<file path="src/rtl/ata_win_pkg.sv">
// Package: shared types for the ATA task-file window decoder.
// Assumes a 4-bit task-file index space; anything above 0xF is unmapped.
package ata_win_pkg;

    typedef enum logic [1:0] {
        WIN_MEM       = 2'd0,
        WIN_CONTIG    = 2'd1,
        WIN_PRIMARY   = 2'd2,
        WIN_SECONDARY = 2'd3
    } win_mode_e;

    typedef enum logic [2:0] {
        K_NONE    = 3'd0,
        K_DATA    = 3'd1,
        K_FWD     = 3'd2,
        K_ERRFEAT = 3'd3,
        K_ALTSTAT = 3'd4,
        K_DEVADDR = 3'd5
    } reg_kind_e;

    localparam int IDX_DATA_HI = 8;
    localparam int IDX_ERRFEAT = 13;
    localparam int IDX_CTL     = 14;
    localparam int IDX_DEVADDR = 15;
    localparam int DEVADDR_FIXED = 'hC2;

endpackage

</file>
<file path="src/rtl/ata_win_map.sv">
// Module: translates a window offset into a mapped register index per mode.
// Assumes OFS_W >= 11 so that the memory and legacy windows fit.
module ata_win_map
    import ata_win_pkg::*;
#(
    parameter int OFS_W    = 11,
    parameter int MEM_BASE = 'h400,
    parameter int MEM_SPAN = 'h400,
    parameter int PRI_CMD  = 'h1F0,
    parameter int PRI_CTL  = 'h3F0,
    parameter int SEC_CMD  = 'h170,
    parameter int SEC_CTL  = 'h370
) (
    input  win_mode_e        mode,
    input  logic [OFS_W-1:0] ofs,
    output logic [OFS_W-1:0] mapped
);
    // The control blocks fold onto indices 8..F, so the subtrahend is base-8.
    localparam logic [OFS_W-1:0] MEM_LO  = OFS_W'(MEM_BASE);
    localparam logic [OFS_W-1:0] MEM_HI  = OFS_W'(MEM_BASE + MEM_SPAN - 1);
    localparam logic [OFS_W-1:0] PRI_CMD_V = OFS_W'(PRI_CMD);
    localparam logic [OFS_W-1:0] PRI_CTL_V = OFS_W'(PRI_CTL);
    localparam logic [OFS_W-1:0] SEC_CMD_V = OFS_W'(SEC_CMD);
    localparam logic [OFS_W-1:0] SEC_CTL_V = OFS_W'(SEC_CTL);
    localparam logic [OFS_W-1:0] PRI_FOLD  = OFS_W'(PRI_CTL - 8);
    localparam logic [OFS_W-1:0] SEC_FOLD  = OFS_W'(SEC_CTL - 8);

    logic [OFS_W-5:0] blk;
    assign blk = ofs[OFS_W-1:4];

    // Purpose: apply the window translation selected by the mode field.
    always_comb begin
        mapped = ofs;
        unique case (mode)
            WIN_MEM: begin
                if (ofs >= MEM_LO && ofs <= MEM_HI) mapped = '0;
            end
            WIN_CONTIG: begin
                mapped = {{(OFS_W-4){1'b0}}, ofs[3:0]};
            end
            WIN_PRIMARY: begin
                if (blk == PRI_CMD_V[OFS_W-1:4])      mapped = ofs - PRI_CMD_V;
                else if (blk == PRI_CTL_V[OFS_W-1:4]) mapped = ofs - PRI_FOLD;
            end
            WIN_SECONDARY: begin
                if (blk == SEC_CMD_V[OFS_W-1:4])      mapped = ofs - SEC_CMD_V;
                else if (blk == SEC_CTL_V[OFS_W-1:4]) mapped = ofs - SEC_FOLD;
            end
            default: mapped = ofs;
        endcase
    end

endmodule

</file>
<file path="src/rtl/ata_win_dispatch.sv">
// Module: classifies a mapped index into a register kind and a core index.
// Assumes indices above 0xF hit no register.
module ata_win_dispatch
    import ata_win_pkg::*;
#(
    parameter int OFS_W = 11
) (
    input  logic [OFS_W-1:0] mapped,
    input  logic             is_write,
    output reg_kind_e        kind,
    output logic [2:0]       core_idx
);
    logic in_range;
    assign in_range = (mapped[OFS_W-1:4] == '0);

    // Purpose: pick the destination of the access from the 4-bit index.
    always_comb begin
        kind     = K_NONE;
        core_idx = 3'd0;
        if (in_range) begin
            if (mapped[3:0] == 4'd0 || 32'(mapped[3:0]) == IDX_DATA_HI) begin
                kind = K_DATA;
            end else if (mapped[3] == 1'b0) begin
                kind     = K_FWD;
                core_idx = mapped[2:0];
            end else if (32'(mapped[3:0]) == IDX_ERRFEAT) begin
                kind     = K_ERRFEAT;
                core_idx = 3'd1;
            end else if (32'(mapped[3:0]) == IDX_CTL) begin
                kind = K_ALTSTAT;
            end else if (32'(mapped[3:0]) == IDX_DEVADDR && !is_write) begin
                kind = K_DEVADDR;
            end
        end
    end

endmodule

</file>
<file path="src/rtl/ata_window_decoder.sv">
// Module: top of the task-file window decoder. Registers the core strobe,
// answers card-local registers and holds the device-control byte.
// Assumes core_rdata is valid combinationally during tf_strobe.
module ata_window_decoder
    import ata_win_pkg::*;
#(
    parameter int OFS_W  = 11,
    parameter int DATA_W = 16
) (
    input  logic              clk,
    input  logic              rst_n,
    input  logic              acc_valid,
    input  logic              acc_write,
    input  logic [OFS_W-1:0]  acc_ofs,
    input  logic [DATA_W-1:0] acc_wdata,
    input  logic [1:0]        win_mode,
    input  logic              pwrdn,
    input  logic              drv_present,
    input  logic [7:0]        drv_status,
    input  logic [7:0]        drv_select,
    input  logic [DATA_W-1:0] core_rdata,
    output logic              tf_strobe,
    output logic              tf_write,
    output logic [2:0]        tf_index,
    output logic [DATA_W-1:0] tf_wdata,
    output logic              rd_valid,
    output logic [DATA_W-1:0] rd_data,
    output logic [7:0]        devctl,
    output logic              soft_rst_req,
    output logic              wake_pulse
);
    localparam int SRST_BIT = 2;

    logic [OFS_W-1:0]  mapped;
    reg_kind_e         kind;
    logic [2:0]        core_idx;
    logic              to_core;
    logic              ctl_wr;
    logic [7:0]        local_val;
    logic [DATA_W-1:0] local_rd;
    logic              rd_from_core;

    ata_win_map #(.OFS_W(OFS_W)) u_map (
        .mode   (win_mode_e'(win_mode)),
        .ofs    (acc_ofs),
        .mapped (mapped)
    );

    ata_win_dispatch #(.OFS_W(OFS_W)) u_disp (
        .mapped   (mapped),
        .is_write (acc_write),
        .kind     (kind),
        .core_idx (core_idx)
    );

    assign to_core = acc_valid && (kind == K_DATA || kind == K_FWD || kind == K_ERRFEAT);
    assign ctl_wr  = acc_valid && acc_write && kind == K_ALTSTAT;

    // Purpose: form the byte a card-local register read returns.
    always_comb begin
        local_val = 8'h00;
        if (kind == K_ALTSTAT)      local_val = drv_present ? drv_status : 8'h00;
        else if (kind == K_DEVADDR) local_val = 8'(DEVADDR_FIXED) | {2'b00, ~drv_select[3:0], 2'b00};
    end

    // Purpose: register the core strobe and its index, direction and data.
    always_ff @(posedge clk) begin
        if (!rst_n) begin
            tf_strobe <= 1'b0;
            tf_write  <= 1'b0;
            tf_index  <= 3'd0;
            tf_wdata  <= '0;
        end else begin
            tf_strobe <= to_core;
            tf_write  <= to_core && acc_write;
            tf_index  <= to_core ? core_idx : 3'd0;
            tf_wdata  <= (to_core && acc_write) ? acc_wdata : '0;
        end
    end

    // Purpose: register the host read answer source and local value.
    always_ff @(posedge clk) begin
        if (!rst_n) begin
            rd_valid     <= 1'b0;
            rd_from_core <= 1'b0;
            local_rd     <= '0;
        end else begin
            rd_valid     <= acc_valid && !acc_write;
            rd_from_core <= to_core && !acc_write;
            local_rd     <= (acc_valid && !acc_write) ? DATA_W'(local_val) : '0;
        end
    end

    assign rd_data = rd_from_core ? core_rdata : local_rd;

    // Purpose: hold device control and raise the reset and wake pulses.
    always_ff @(posedge clk) begin
        if (!rst_n) begin
            devctl       <= 8'h00;
            soft_rst_req <= 1'b0;
            wake_pulse   <= 1'b0;
        end else begin
            if (ctl_wr) devctl <= acc_wdata[7:0];
            soft_rst_req <= ctl_wr && acc_wdata[SRST_BIT];
            wake_pulse   <= acc_valid && acc_write && kind == K_FWD && pwrdn;
        end
    end

    // a core strobe always follows an accepted request.
    a_r6_strobe_follows_req: assert property (@(posedge clk) disable iff (!rst_n)
        tf_strobe |-> $past(acc_valid));

    // device control moves only after a host write.
    a_r8_devctl_write_only: assert property (@(posedge clk) disable iff (!rst_n)
        !$stable(devctl) |-> $past(acc_valid && acc_write));

    // a reset request comes with the reset bit held in device control.
    a_r9_srst_has_ctl_bit: assert property (@(posedge clk) disable iff (!rst_n)
        soft_rst_req |-> devctl[SRST_BIT]);

    // a wake pulse rides on a core write to a non-data register.
    a_r11_wake_on_tf_write: assert property (@(posedge clk) disable iff (!rst_n)
        wake_pulse |-> (tf_strobe && tf_write && tf_index != 3'd0));

    // local reads never strobe the core.
    a_r7_local_no_strobe: assert property (@(posedge clk) disable iff (!rst_n)
        (acc_valid && !acc_write && (kind == K_ALTSTAT || kind == K_DEVADDR)) |=> !tf_strobe);

endmodule

</file>
<file path="config.mk">
export PLATFORM = sky130hd
export DESIGN_NAME = ata_window_decoder
export DESIGN_NICKNAME = d
export VERILOG_FILES = /design/src/rtl/ata_win_pkg.sv /design/src/rtl/ata_win_map.sv /design/src/rtl/ata_win_dispatch.sv /design/src/rtl/ata_window_decoder.sv
export SDC_FILE = /design/constraint.sdc
export NUM_CORES = 1
export LEC_CHECK = 0
export ABC_AREA = 1
export BUFFER_PORTS_ARGS = -buffer_cell sky130_fd_sc_hd__buf_2
export CAP_MARGIN = 0
export CORE_MARGIN = 2
export CORE_UTILIZATION = 30
export DETAILED_ROUTE_END_ITERATION = 6
export PLACE_DENSITY = 0.57
export SETUP_SLACK_MARGIN = 0.15
export SLEW_MARGIN = 5
export SYNTH_ARGS = -nofsm -noshare
export SYNTH_HDL_FRONTEND = slang
export SYNTH_SLANG_ARGS = --single-unit
</file>
<file path="constraint.sdc">
create_clock -name clk -period 2 [get_ports clk]
set_input_delay 0.4 -clock clk [delete_from_list [all_inputs] [get_ports clk]]
set_output_delay 0.4 -clock clk [all_outputs]
set_load 0.01 [all_outputs]
</file>
==> impl_results.md, run 1 <==
- Status: completed
- Final ANT Viol Nets: 0
- Most frequent cells in the layout: 106 x buf_2, 70 x nand2_1, 55 x inv_1, 45 x buf_4, 40 x dfxtp_1
- Fmax: between 500 and 600 MHz
- Fin util: 50.51%
- Grt ovf: 0
- Starting Density: between 30% and 40%
- Crit-path cells: buf_12, buf_4, ha_1, inv_1, nor2_2, nand3_2, buf_4, a21oi_2, a21oi_2, nand3_4, inv_4, nand2_2, nand2_4, nand3_4, buf_6, nor2_1
- Fillers: between 700 and 800
- Die ar.: between 8000 and 9000 sq um
- Final Wtd Congestion: around 0.86
- Most common cell after layout, fill and taps aside: buf_2
- First-pass GRT wire length: roughly 10000 um
- Hold slack final: ~0.32 ns
- Crit share post-route: a little over nine tenths
- Seq/Total Area, Yosys: a little over a third
- RSZ-0062 raised after global routing: yes
- Sequential group share of total power: between 40% and 50%
- CP startpoint kind: input port
- Setup tns final: 0 ns
- CTS tree: done
- Combinational power share: roughly a quarter
- Clock power frac: slightly below 30%
- Kind of critical path: in -> reg
- Endpoints failing hold: 0
- Final wirelength: 6754 um
- Final Power: 1.815 mW
- Ys Warns: 0
- Tot GR Track Use: between 10% and 20%
- Seq cells post-synth: between 40 and 50
- CP max-delay cell: buf_6
- Post-route insts no fill: between 600 and 700
- Final Net Count: 572
- Max Cap Violations: 0
- PortBufs: 110
- Max VDD drop: 309.9 uV
- Rows: 32
- DRC Markers: 0
- Routed WL per cell: about 11 um
- Vias per cell: between 4 and 5
- Internal power: about 1.3 mW
- Slew Limit Headroom: a little over two thirds
- Largest net degree at the start of global routing: 14
- Crit path max fanout: 6
- Pleak: 2.070 nW
- Mapped Area: approximately 2300 sq um
- Initial DRC Count: 45
- Top cells by area, synth: dfxtp_1 35%, nand2_1 14%, inv_1 10%, nor2_1 7.4%, mux2_2 3.9%
- Final min period: about 1.9 ns
- Crit. End Element: flop
- Avg Cell Area, Syn: just under 7 sq um
- Worst skew pair latency: 0.28 ns
- Antenna Cells: 0
- CTS root buffer: clkbuf_8
- Post-DP HPWL: just under 5000 um
- Mapped Nets: roughly 410
- Syn Inst Count: ~340
- Via total after detailed routing: 2600
- Layout overhead on the synthesized area: 65.26%
- Core area: roughly 7600 sq um
- Sw frac: about 30%
- CTS H-Tree Depth: 2
- TritonCTS Buffers: 5
- Slew at the pin closest to its max-slew limit: between 0.4 and 0.5 ns
- Worst-path clk slew: about 0.080 ns
- Worst Skew: 0 ns
- Die X: 92.27 um
- Fin. max-slew vios: 0
- Clk sink count: 41
- Yosys cell types: 29
- Yosys top cell area share: 35.12%
- I/O pin count: approximately 120
- Chip Height: roughly 92 um
- Hold/Removal Path Class: in -> reg
- Sw Pwr: between 0.5 and 0.6 mW
- Worst Path Arrival: approximately 2.1 ns
- Initial antenna violation count: 0
- Area leader, netlist: dfxtp_1
- Post-Place Cells: a little under 600
- Number of global-route vias before repair: 2318
- Clock Path Buffers: 2
- Req. time, crit path: between 2 and 2.5 ns
- Pwr/cell area: around 470 nW/um^2
- Share of layout cells above drive strength 1: ~54%
- DRT Pass-1 Iters: 4
- Max incr delay on CP: ~0.19 ns
- Setup-failing EPs final: 0
==> worst paths after layout <==
path | from | end | slack [ns] | cells past startpoint
max | acc_ofs[4] | tf_wdata[14] | 0.10 | 16
max reg2reg | devctl[0] | devctl[0] | 1.36 | 4
min | acc_wdata[11] | tf_wdata[11] | 0.32 | 3
min reg2reg | devctl[2] | devctl[2] | 0.50 | 2
==> cell families after synthesis <==
group,Yosys count,share of synthesized area (%)
mux,8,3.855
flops,41,35.12
fa+ha+maj,4,2.141
buf+inv,77,13.92
simple gates,195,42.02
compound gates,13,2.944
==> per-layer routing <==
| layer | wire [um] | up-vias | global-route usage (%) |
|---|---|---|---|
| met3 | 409 | 9 | 2.712 |
| li1 | - | 1356 | - |
| met1 | 2796 | 1151 | 18.77 |
| met5 | 0 | - | 0 |
| met2 | 3466 | 84 | 26.72 |
| met4 | 81 | 0 | 2.612 |
==> final cells by class <==
cell class / count / area, sq um / share of cell area (%)
Multi-Input combinational cell: 221 / 1476 / 38.22
Timing Repair Buffer: 164 / 1075 / 27.83
Clock buffer: 5 / 68.82 / 1.782
Tap cell: 102 / 127.6 / 3.304
Clock inverter: 3 / 17.52 / 0.4535
Inverter: 68 / 275.3 / 7.127
Sequential cell: 41 / 822.0 / 21.28
==> repair_timing <==
action | in CTS | in global routing
setup endpoints to repair | 47 | 40
gates cloned | 2 | 1
gates resized for setup | 39 | 61
hold buffers | 0 | 0
pin swaps | 19 | 39
buffers inserted | 6 | 4
==> synthesized netlist by cell type (all sizes together) <==
library cell	n
nand2	91
inv	66
nor2	60
dfxtp	41
nand3	21
a21oi	10
nand3b	9
mux2	8
nand4	8
buf	7
nor3	5
ha	4
o21ai	3
clkbuf	2
clkinv	2
nor4	1
==> worst max-delay path: cells and delay by family <==
family	cells	cell delay [ns]
AOI/OAI and AO/OA	2	0.21
adders and majority gates	1	0.16
buffers and inverters	6	0.71
and+or+nand+nor	7	0.62
==> flip-flops by register name (all words and copies together) (netlist names) <==
signal and cells:
devctl 8, local_rd 8, rd_from_core 1, rd_valid 1, soft_rst_req 1, tf_index 3, tf_strobe 1, tf_wdata 16
tf_write 1, wake_pulse 1
==> through the flow <==
step                      setup WS (ns)  area, sq um
after floorplan               -0.007216         2344
after global placement          -0.2822         3279
after detailed placement        -0.3359         3279
after CTS                        0.1028         3588
after global routing           -0.04663         3862
final                            0.1004         3862
==> power groups by stage <==
stage               logic, mW  registers [mW]  clock network (mW)
detailed placement      0.355           0.850                   0
floorplan               0.173           0.853                   0
CTS                     0.395           0.830               0.554
global route            0.494           0.832               0.588
global placement        0.352           0.850                   0
finish                  0.452           0.830               0.533
Note: power is estimated with default switching activity, not from simulation.
==> inputs of run 2 (changes only) <==
--- a/config.mk
+++ b/config.mk
@@ -5,13 +5,12 @@
 export SDC_FILE = /design/constraint.sdc
 export NUM_CORES = 1
 export LEC_CHECK = 0
-export ABC_AREA = 1
 export BUFFER_PORTS_ARGS = -buffer_cell sky130_fd_sc_hd__buf_2
 export CAP_MARGIN = 0
 export CORE_MARGIN = 2
 export CORE_UTILIZATION = 30
 export DETAILED_ROUTE_END_ITERATION = 6
-export PLACE_DENSITY = 0.57
+export PLACE_DENSITY = 0.61
 export SETUP_SLACK_MARGIN = 0.15
 export SLEW_MARGIN = 5
 export SYNTH_ARGS = -nofsm -noshare
==> run 2 against run 1 <==
Net effect: first-iteration DRC count decreased by 2.2%; the run now ends with negative setup slack left; hold slack got worse by 0.012 ns; global-route usage increased by 2.1 points.
==> impl_results.md, run 2 <==
- Sw Pwr: 0.4805 mW (-9.9%)
- Slew Limit Headroom: 68.76% (-1.8 points)
- Failing checks: negative setup slack
- DRC Markers: 0 (unchanged)
- Yosys top cell area share: 40.69% (+5.6 points)
- Synth top cells by count: 41 x dfxtp_1, 32 x nand2_1, 24 x and2_1, 12 x clkbuf_1
- Post-synth EDFFs: 0 (unchanged)
- Internal power: 1.312 mW (+2.4%)
- Crit-path cells: buf_8, ha_4, nand4b_4, or4_4, a221o_1, or4b_4, nor3_4, buf_12, mux2i_1
- Initial antenna violation count: 1 (+1)
- Final min period: 2.389 ns (+0.4891 ns)
- Syn Inst Count: 226 (-33%)
- Vias per cell: 4.764 (+11%)
- Most frequent cell after synthesis: dfxtp_1
- Crit path max fanout: 8 (+2)
- Clk sink count: 41 (unchanged)
- Clock Path Buffers: 2 (unchanged)
- Fmax: 418.6 MHz (-20%)
- Crit. End Element: flop
- Largest net degree at the start of global routing: 18 (+4)
- Most frequent cells in the layout: 107 x buf_2, 48 x buf_4, 40 x dfxtp_1, 32 x nand2_1, 22 x and2_1
- Most common cell after layout, fill and taps aside: buf_2
- Top Registers: tf_wdata: 16 flops, devctl: 8 flops, local_rd: 8 flops
- Setup-failing EPs final: 40 (+40)
- Hold Buf Count CTS: 0 (unchanged)
- Pleak: 1.720 nW (-17%)
- Reg-to-reg startpoint: devctl[5]
- Sw frac: 26.80% (-2.6 points)
- CTS H-Tree Depth: 2 (unchanged)
- Fin. max-slew vios: 0 (unchanged)
- CTS tree: done
- Final Net Count: 463 (-19%)
- Tot GR Track Use: 17.03% (+2.1 points)
- Crit share post-route: 119.4% (+24 points)
- Pwr/cell area: 489.6 nW/um^2 (+4.2%)
- Initial DRC Count: 44 (-2.2%)
- Core area: 6422 sq um (-16%)
- Sequential group share of total power: 46.1% (+0.4 points)
- CTS root buffer: clkbuf_8
- Fin util: 57.02% (+6.5 points)
- Worst flop-to-flop path endpoint: devctl[5]
- Chip Height: 86.00 um (-6.8%)
- Mapped Area: 2017 sq um (-14%)
- CP startpoint kind: input port
- Max Cap Violations: 0 (unchanged)
- Post-route insts no fill: 470 (-22%)
- TritonCTS Buffers: 5 (unchanged)
- PortBufs: 110 (unchanged)
- Area leader, netlist: dfxtp_1
- Most flop-heavy register: tf_wdata
- Clock power frac: 30.5% (+1.1 points)
- Max VDD drop: 257.4 uV (-17%)
- Status: complete, but fails checks
- CP max-delay cell: or4_4
- Rows: 29 (-9.4%)
- Yosys cell types: 44 (+52%)
- Endpoints failing hold: 0 (unchanged)
- Avg Cell Area, Syn: 8.924 sq um (+29%)
- Worst Path Arrival: 2.60 ns (+0.47 ns)
- Dpl cell area: 3002 sq um (-8.5%)
- Slew at the pin closest to its max-slew limit: 0.4643 ns (+0.02406 ns)
- Layout overhead on the synthesized area: 81.58%
- Grt ovf: 0 (unchanged)
- Max incr delay on CP: 0.52 ns (+0.33 ns)
- Hold/Removal Path Class: in -> reg
- Setup ws final: -0.3888 ns (-0.4891 ns)
- Number of global-route vias before repair: 2195 (-5.3%)
- Post-DP HPWL: 4620 um (-6.7%)
- Reg2Reg Depth: 2 (-2)
- Seq/Total Area, Yosys: 40.69% (+5.6 points)
- Kind of critical path: in -> reg
- RSZ-0062 raised after global routing: yes
- Setup tns final: -8.478 ns (-8.478 ns)
- Die X: 86.00 um (-6.8%)
- Hold path startpoint: acc_wdata[9]
- Via total after detailed routing: 2239 (-14%)
- Share of layout cells above drive strength 1: 60.71% (+6.9 points)
- Fin area: 3662 sq um (-5.2%)
- Req. time, crit path: 2.22 ns (about the same)
- Async set-reset flop share out of synthesis: 0% (unchanged)
- Starting Density: 31.40% (+0.84 points)
- Die ar.: 7395 sq um (-13%)
- DRT Pass-1 Iters: 4 (unchanged)
- First-pass GRT wire length: 10210 um (-1.5%)
- Hold EP: tf_wdata[9]
- Final Wtd Congestion: 0.8824 (+2.4%)
- I/O pin count: 115 (unchanged)
- Main synth FF type: dfxtp_1
- Worst-path clk slew: 0.07 ns (about the same)
- Post-Place Cells: 445 (-24%)
- Routed WL per cell: 13.49 um (+21%)
- Final ANT Viol Nets: 0 (unchanged)
- Largest register FFs: 16 (unchanged)
- Final wirelength: 6339 um (-6.1%)
- Mapped Nets: 297 (-27%)
- Seq cells post-synth: 41 (unchanged)
- Worst R2R Setup Slack: 1.41 ns (+0.05 ns)
- Worst skew pair latency: 0.29 ns (about the same)
- Ys Warns: 0 (unchanged)
- Worst hold stages: 2 (-1)
- Worst Skew: 0 ns (unchanged)
- Top cells by area, synth: dfxtp_1 41%, and2_1 7.4%, nand2_1 6.0%, mux2i_1 5.5%, mux2_2 4.5%
- Combinational power share: 23.5% (-1.4 points)
## run 2: what timing repair did
| action | 4_1_cts | 5_1_grt |
|---|---|---|
| endpoints found under the setup margin | 48 | 40 |
| setup buffers | 9 | 6 |
| cloned | 2 | 0 |
| hold endpoints to repair | 0 | 0 |
| pin swaps | 14 | 10 |
| gates resized for setup | 56 | 21 |
## run 2: worst max-delay path by stage
stage / start / end / slack (ns)
after floorplan: acc_ofs[4] / devctl[0] / -0.78
after global routing: acc_ofs[4] / devctl[3] / -0.49
after detailed placement: acc_ofs[4] / tf_wdata[0] / -0.86
final: acc_ofs[4] / devctl[3] / -0.39
after CTS: acc_ofs[4] / devctl[5] / -0.45
after global placement: acc_ofs[4] / devctl[6] / -0.81
## run 2: layout make-up
| type | count | area, sq um |
|---|---|---|
| antenna | 1 | 2.502 |
| fill | 579 | 2760 |
| sequential | 41 | 822.0 |
| clock buffer | 6 | 82.58 |
| tap | 77 | 96.34 |
| multi-input combinational | 163 | 1463 |
| inverter | 8 | 32.53 |
| clock inverter | 1 | 7.507 |
| timing repair buffer | 173 | 1156 |
## run 2: routing by layer
metal	GRT usage, %	up-vias	share of wire (%)
li1	-	1126	-
met5	0	-	0
met4	6.638	0	2.2
met1	20.39	1048	41
met3	2.984	8	4.5
met2	30.09	57	53
## run 2: power by group through the flow
stage / clock [mW] / combinational (mW) / sequential (mW)
final: 0.546 / 0.421 / 0.826
after global routing: 0.599 / 0.456 / 0.827
after CTS: 0.558 / 0.381 / 0.826
after detailed placement: 0 / 0.303 / 0.845
after global placement: 0 / 0.301 / 0.845
after floorplan: 0 / 0.129 / 0.847
## run 2: cells by family after synthesis
family,synth area share (%)
simple gates,31.33
buf+inv,4.156
compound gates,10.55
xor+xnor,0.8686
flops,40.69
mux,9.926
fa+ha+maj,2.481
## run 2: worst max-delay path: cells and delay by family
family          cells  cell delay (ns)
buf+inv             2             0.24
fa+ha+maj           1             0.14
compound gates      1             0.34
simple gates        4             1.29
mux                 1             0.19
## run 2: per-stage QoR
stage          power [mW]  setup WS, ns  hold slack [ns]
2_1_floorplan      0.9764       -0.7791           0.4790
3_3_place_gp        1.146       -0.8058           0.4412
3_5_place_dp        1.148       -0.8554           0.4519
4_1_cts             1.764       -0.4534           0.3022
5_1_grt             1.883       -0.4851           0.3023
6_report            1.793       -0.3888           0.3088
==> inputs of run 3 (changes only) <==
--- a/config.mk
+++ b/config.mk
@@ -10,7 +10,7 @@
 export CORE_MARGIN = 2
 export CORE_UTILIZATION = 30
 export DETAILED_ROUTE_END_ITERATION = 6
-export PLACE_DENSITY = 0.61
+export PLACE_DENSITY = 0.65
 export SETUP_SLACK_MARGIN = 0.15
 export SLEW_MARGIN = 5
 export SYNTH_ARGS = -nofsm -noshare
==> run 3 against run 2 <==
Net effect: the flow still finishes with violations (negative setup slack); first-iteration DRC count up 66%; via count down 0.80%; sequential share of layout area is 0.58 points lower; wire length barely moved; non-clock buffer count grew 3; sequential cell count did not move; largest cell class unchanged; highest routed layer unchanged.
==> impl_results.md, run 3 (synthesized netlist as in run 2, its figures left out) <==
- CP startpoint kind: input port
- Slew Limit Headroom: 71.64% (+2.9 points)
- Share of layout cells above drive strength 1: 63.48% (+2.8 points)
- Kind of critical path: in -> reg
- CTS tree: done
- Tot GR Track Use: 16.37% (-0.66 points)
- Largest register FFs: 16 (unchanged)
- Most flop-heavy register: tf_wdata
- Top Registers: tf_wdata: 16 flops, devctl: 8 flops, local_rd: 8 flops
- Initial DRC Count: 73 (+66%)
- Setup ws final: -0.4218 ns (-0.03307 ns)
- Setup-failing EPs final: 40 (unchanged)
- Number of global-route vias before repair: 2130 (-3.0%)
- Area occupied by multi-input gates: 1481 sq um (+1.3%)
- Pwr/cell area: 544.5 nW/um^2 (+11%)
- Antenna Cells: 0 (-1)
- Slew at the pin closest to its max-slew limit: 0.4223 ns (-0.04198 ns)
- Routed WL per cell: 13.38 um (-0.78%)
- Pleak: 1.774 nW (+3.1%)
- Crit share post-route: 121.1% (+1.7 points)
- Hold slack final: 0.3049 ns (-0.003964 ns)
- Final Wtd Congestion: 0.8764 (-0.68%)
- Post-DP HPWL: 4466 um (-3.3%)
- CP max-delay cell: nor4_4
- Worst skew pair latency: 0.29 ns (about the same)
- Chip Height: 86.00 um (unchanged)
- Final Net Count: 467 (+0.86%)
- Crit-path cells: buf_8, buf_4, buf_8, buf_6, buf_8, inv_6, ha_4, mux2i_1, a211oi_2, o21ai_2, a31oi_4, nor4_4, buf_4, clkbuf_16, and2_4
- Register Area: 822.0 sq um (unchanged)
- Final ANT Viol Nets: 0 (unchanged)
- Most common cell after layout, fill and taps aside: buf_2
- Fin. max-slew vios: 0 (unchanged)
- CP delay by family, top: buffers and inverters
- Vias per cell: 4.686 (-1.6%)
- DRC Markers: 0 (unchanged)
- CTS H-Tree Depth: 2 (unchanged)
- Die X: 86.00 um (unchanged)
- Via total after detailed routing: 2221 (-0.80%)
- Fmax: 412.9 MHz (-1.4%)
- Failing checks: negative setup slack
- Max incr delay on CP: 0.48 ns (-0.04 ns)
- Worst path bufs/invs: 8 (+6)
- Most frequent cells in the layout: 106 x buf_2, 51 x buf_4, 40 x dfxtp_1, 32 x nand2_1, 15 x and2_1
- GR Util met3: 2.214% (-0.77 points)
- Final min period: 2.422 ns (+0.03307 ns)
- Hold Buf Count CTS: 0 (unchanged)
- CTS root buffer: clkbuf_8
- Starting Density: 31.40% (unchanged)
- Place WS: -0.8287 ns (+0.02677 ns)
- Worst Path Arrival: 2.66 ns (+0.06 ns)
- TritonCTS Buffers: 5 (unchanged)
- Clk sink count: 41 (unchanged)
- Rows: 29 (unchanged)
- PortBufs: 110 (unchanged)
- RSZ-0062 raised after global routing: yes
- Grt peak-use layer: met2
- Max Cap Violations: 0 (unchanged)
- Clock Path Buffers: 2 (unchanged)
- First-pass GRT wire length: 9749 um (-4.5%)
- Worst Skew: 0 ns (unchanged)
- Grt ovf: 0 (unchanged)
- Max VDD drop: 336.1 uV (+31%)
- Initial antenna violation count: 0 (-1)
- Req. time, crit path: 2.24 ns (+0.02 ns)
- Hold/Removal Path Class: in -> reg
- I/O pin count: 115 (unchanged)
- Crit. End Element: flop
- Final wirelength: 6343 um (about the same)
- Die ar.: 7395 sq um (unchanged)
- Layout overhead on the synthesized area: 86.41%
- Cell mode on critical path: buf_8
- Grt met1 use: 19.33% (-1.1 points)
- Fillers: 544 (-6.0%)
- Status: complete, but fails checks
- Largest net degree at the start of global routing: 18 (unchanged)
- DRT Pass-1 Iters: 4 (unchanged)
- Endpoints failing hold: 0 (unchanged)
- GR Layer Usage met2: 30.30% (+0.21 points)
- Worst-path clk slew: 0.08 ns (about the same)
- Core area: 6422 sq um (unchanged)
- Crit path max fanout: 8 (unchanged)
==> run 3: through the flow <==
| stage | setup TNS (ns) | instances | power [mW] | area, sq um | util [%] |
|---|---|---|---|---|---|
| after floorplan | -14.32 | 226 | 0.9764 | 2066 | - |
| after global placement | -28.09 | 438 | 1.133 | 2949 | 45.92 |
| after detailed placement | -29.35 | 438 | 1.135 | 2949 | 45.92 |
| after CTS | -12.02 | 462 | 2.021 | 3591 | 55.91 |
| after global routing | -15.95 | 474 | 2.140 | 3760 | 58.54 |
| final | -13.12 | 474 | 2.047 | 3760 | 58.54 |
==> run 3: worst reg2reg max path, stage by stage, from the launching register on <==
cell and delay, ns:
dfxtp_1 0.34, nand2_1 0.05, mux2i_1 0.14
==> run 3: what timing repair did <==
item,CTS,global route
hold endpoints to repair,0,0
endpoints found under the setup margin,48,40
gates cloned,3,0
resized for setup,68,23
setup buffers,13,12
pin swaps,19,15
==> run 3: layer usage <==
layer / part of all wire, % / wire [um] / up-vias
li1: - / - / 1136
met1: 40 / 2515 / 1008
met2: 54 / 3401 / 73
met3: 5.7 / 362 / 4
met4: 0.99 / 63 / 0
met5: 0 / 0 / -
==> run 3: layout make-up <==
type	instances	share of cell area, %
multi-input cells	164	39.40
repair buffers	176	31.58
flip-flops and latches	41	21.86
well taps	77	2.562
clock buffers	5	1.830
clock inverters	3	1.830
inverters	8	0.9318
==> run 3: worst paths after layout <==
kind                 from           end  slack, ns  cells past startpoint
max            acc_ofs[5]  tf_wdata[10]      -0.42                     15
min          acc_wdata[8]   tf_wdata[8]       0.30                      2
max reg2reg     devctl[1]     devctl[1]       1.40                      2
min reg2reg     devctl[4]     devctl[4]       0.46                      2
==> run 3: report_power, final <==
| group | switching, mW | internal [mW] | total, mW | leakage (nW) |
|---|---|---|---|---|
| sequential | 0.00300 | 0.823 | 0.826 | 0.331 |
| combinational | 0.207 | 0.225 | 0.432 | 1.37 |
| clock | 0.288 | 0.502 | 0.790 | 0.0687 |
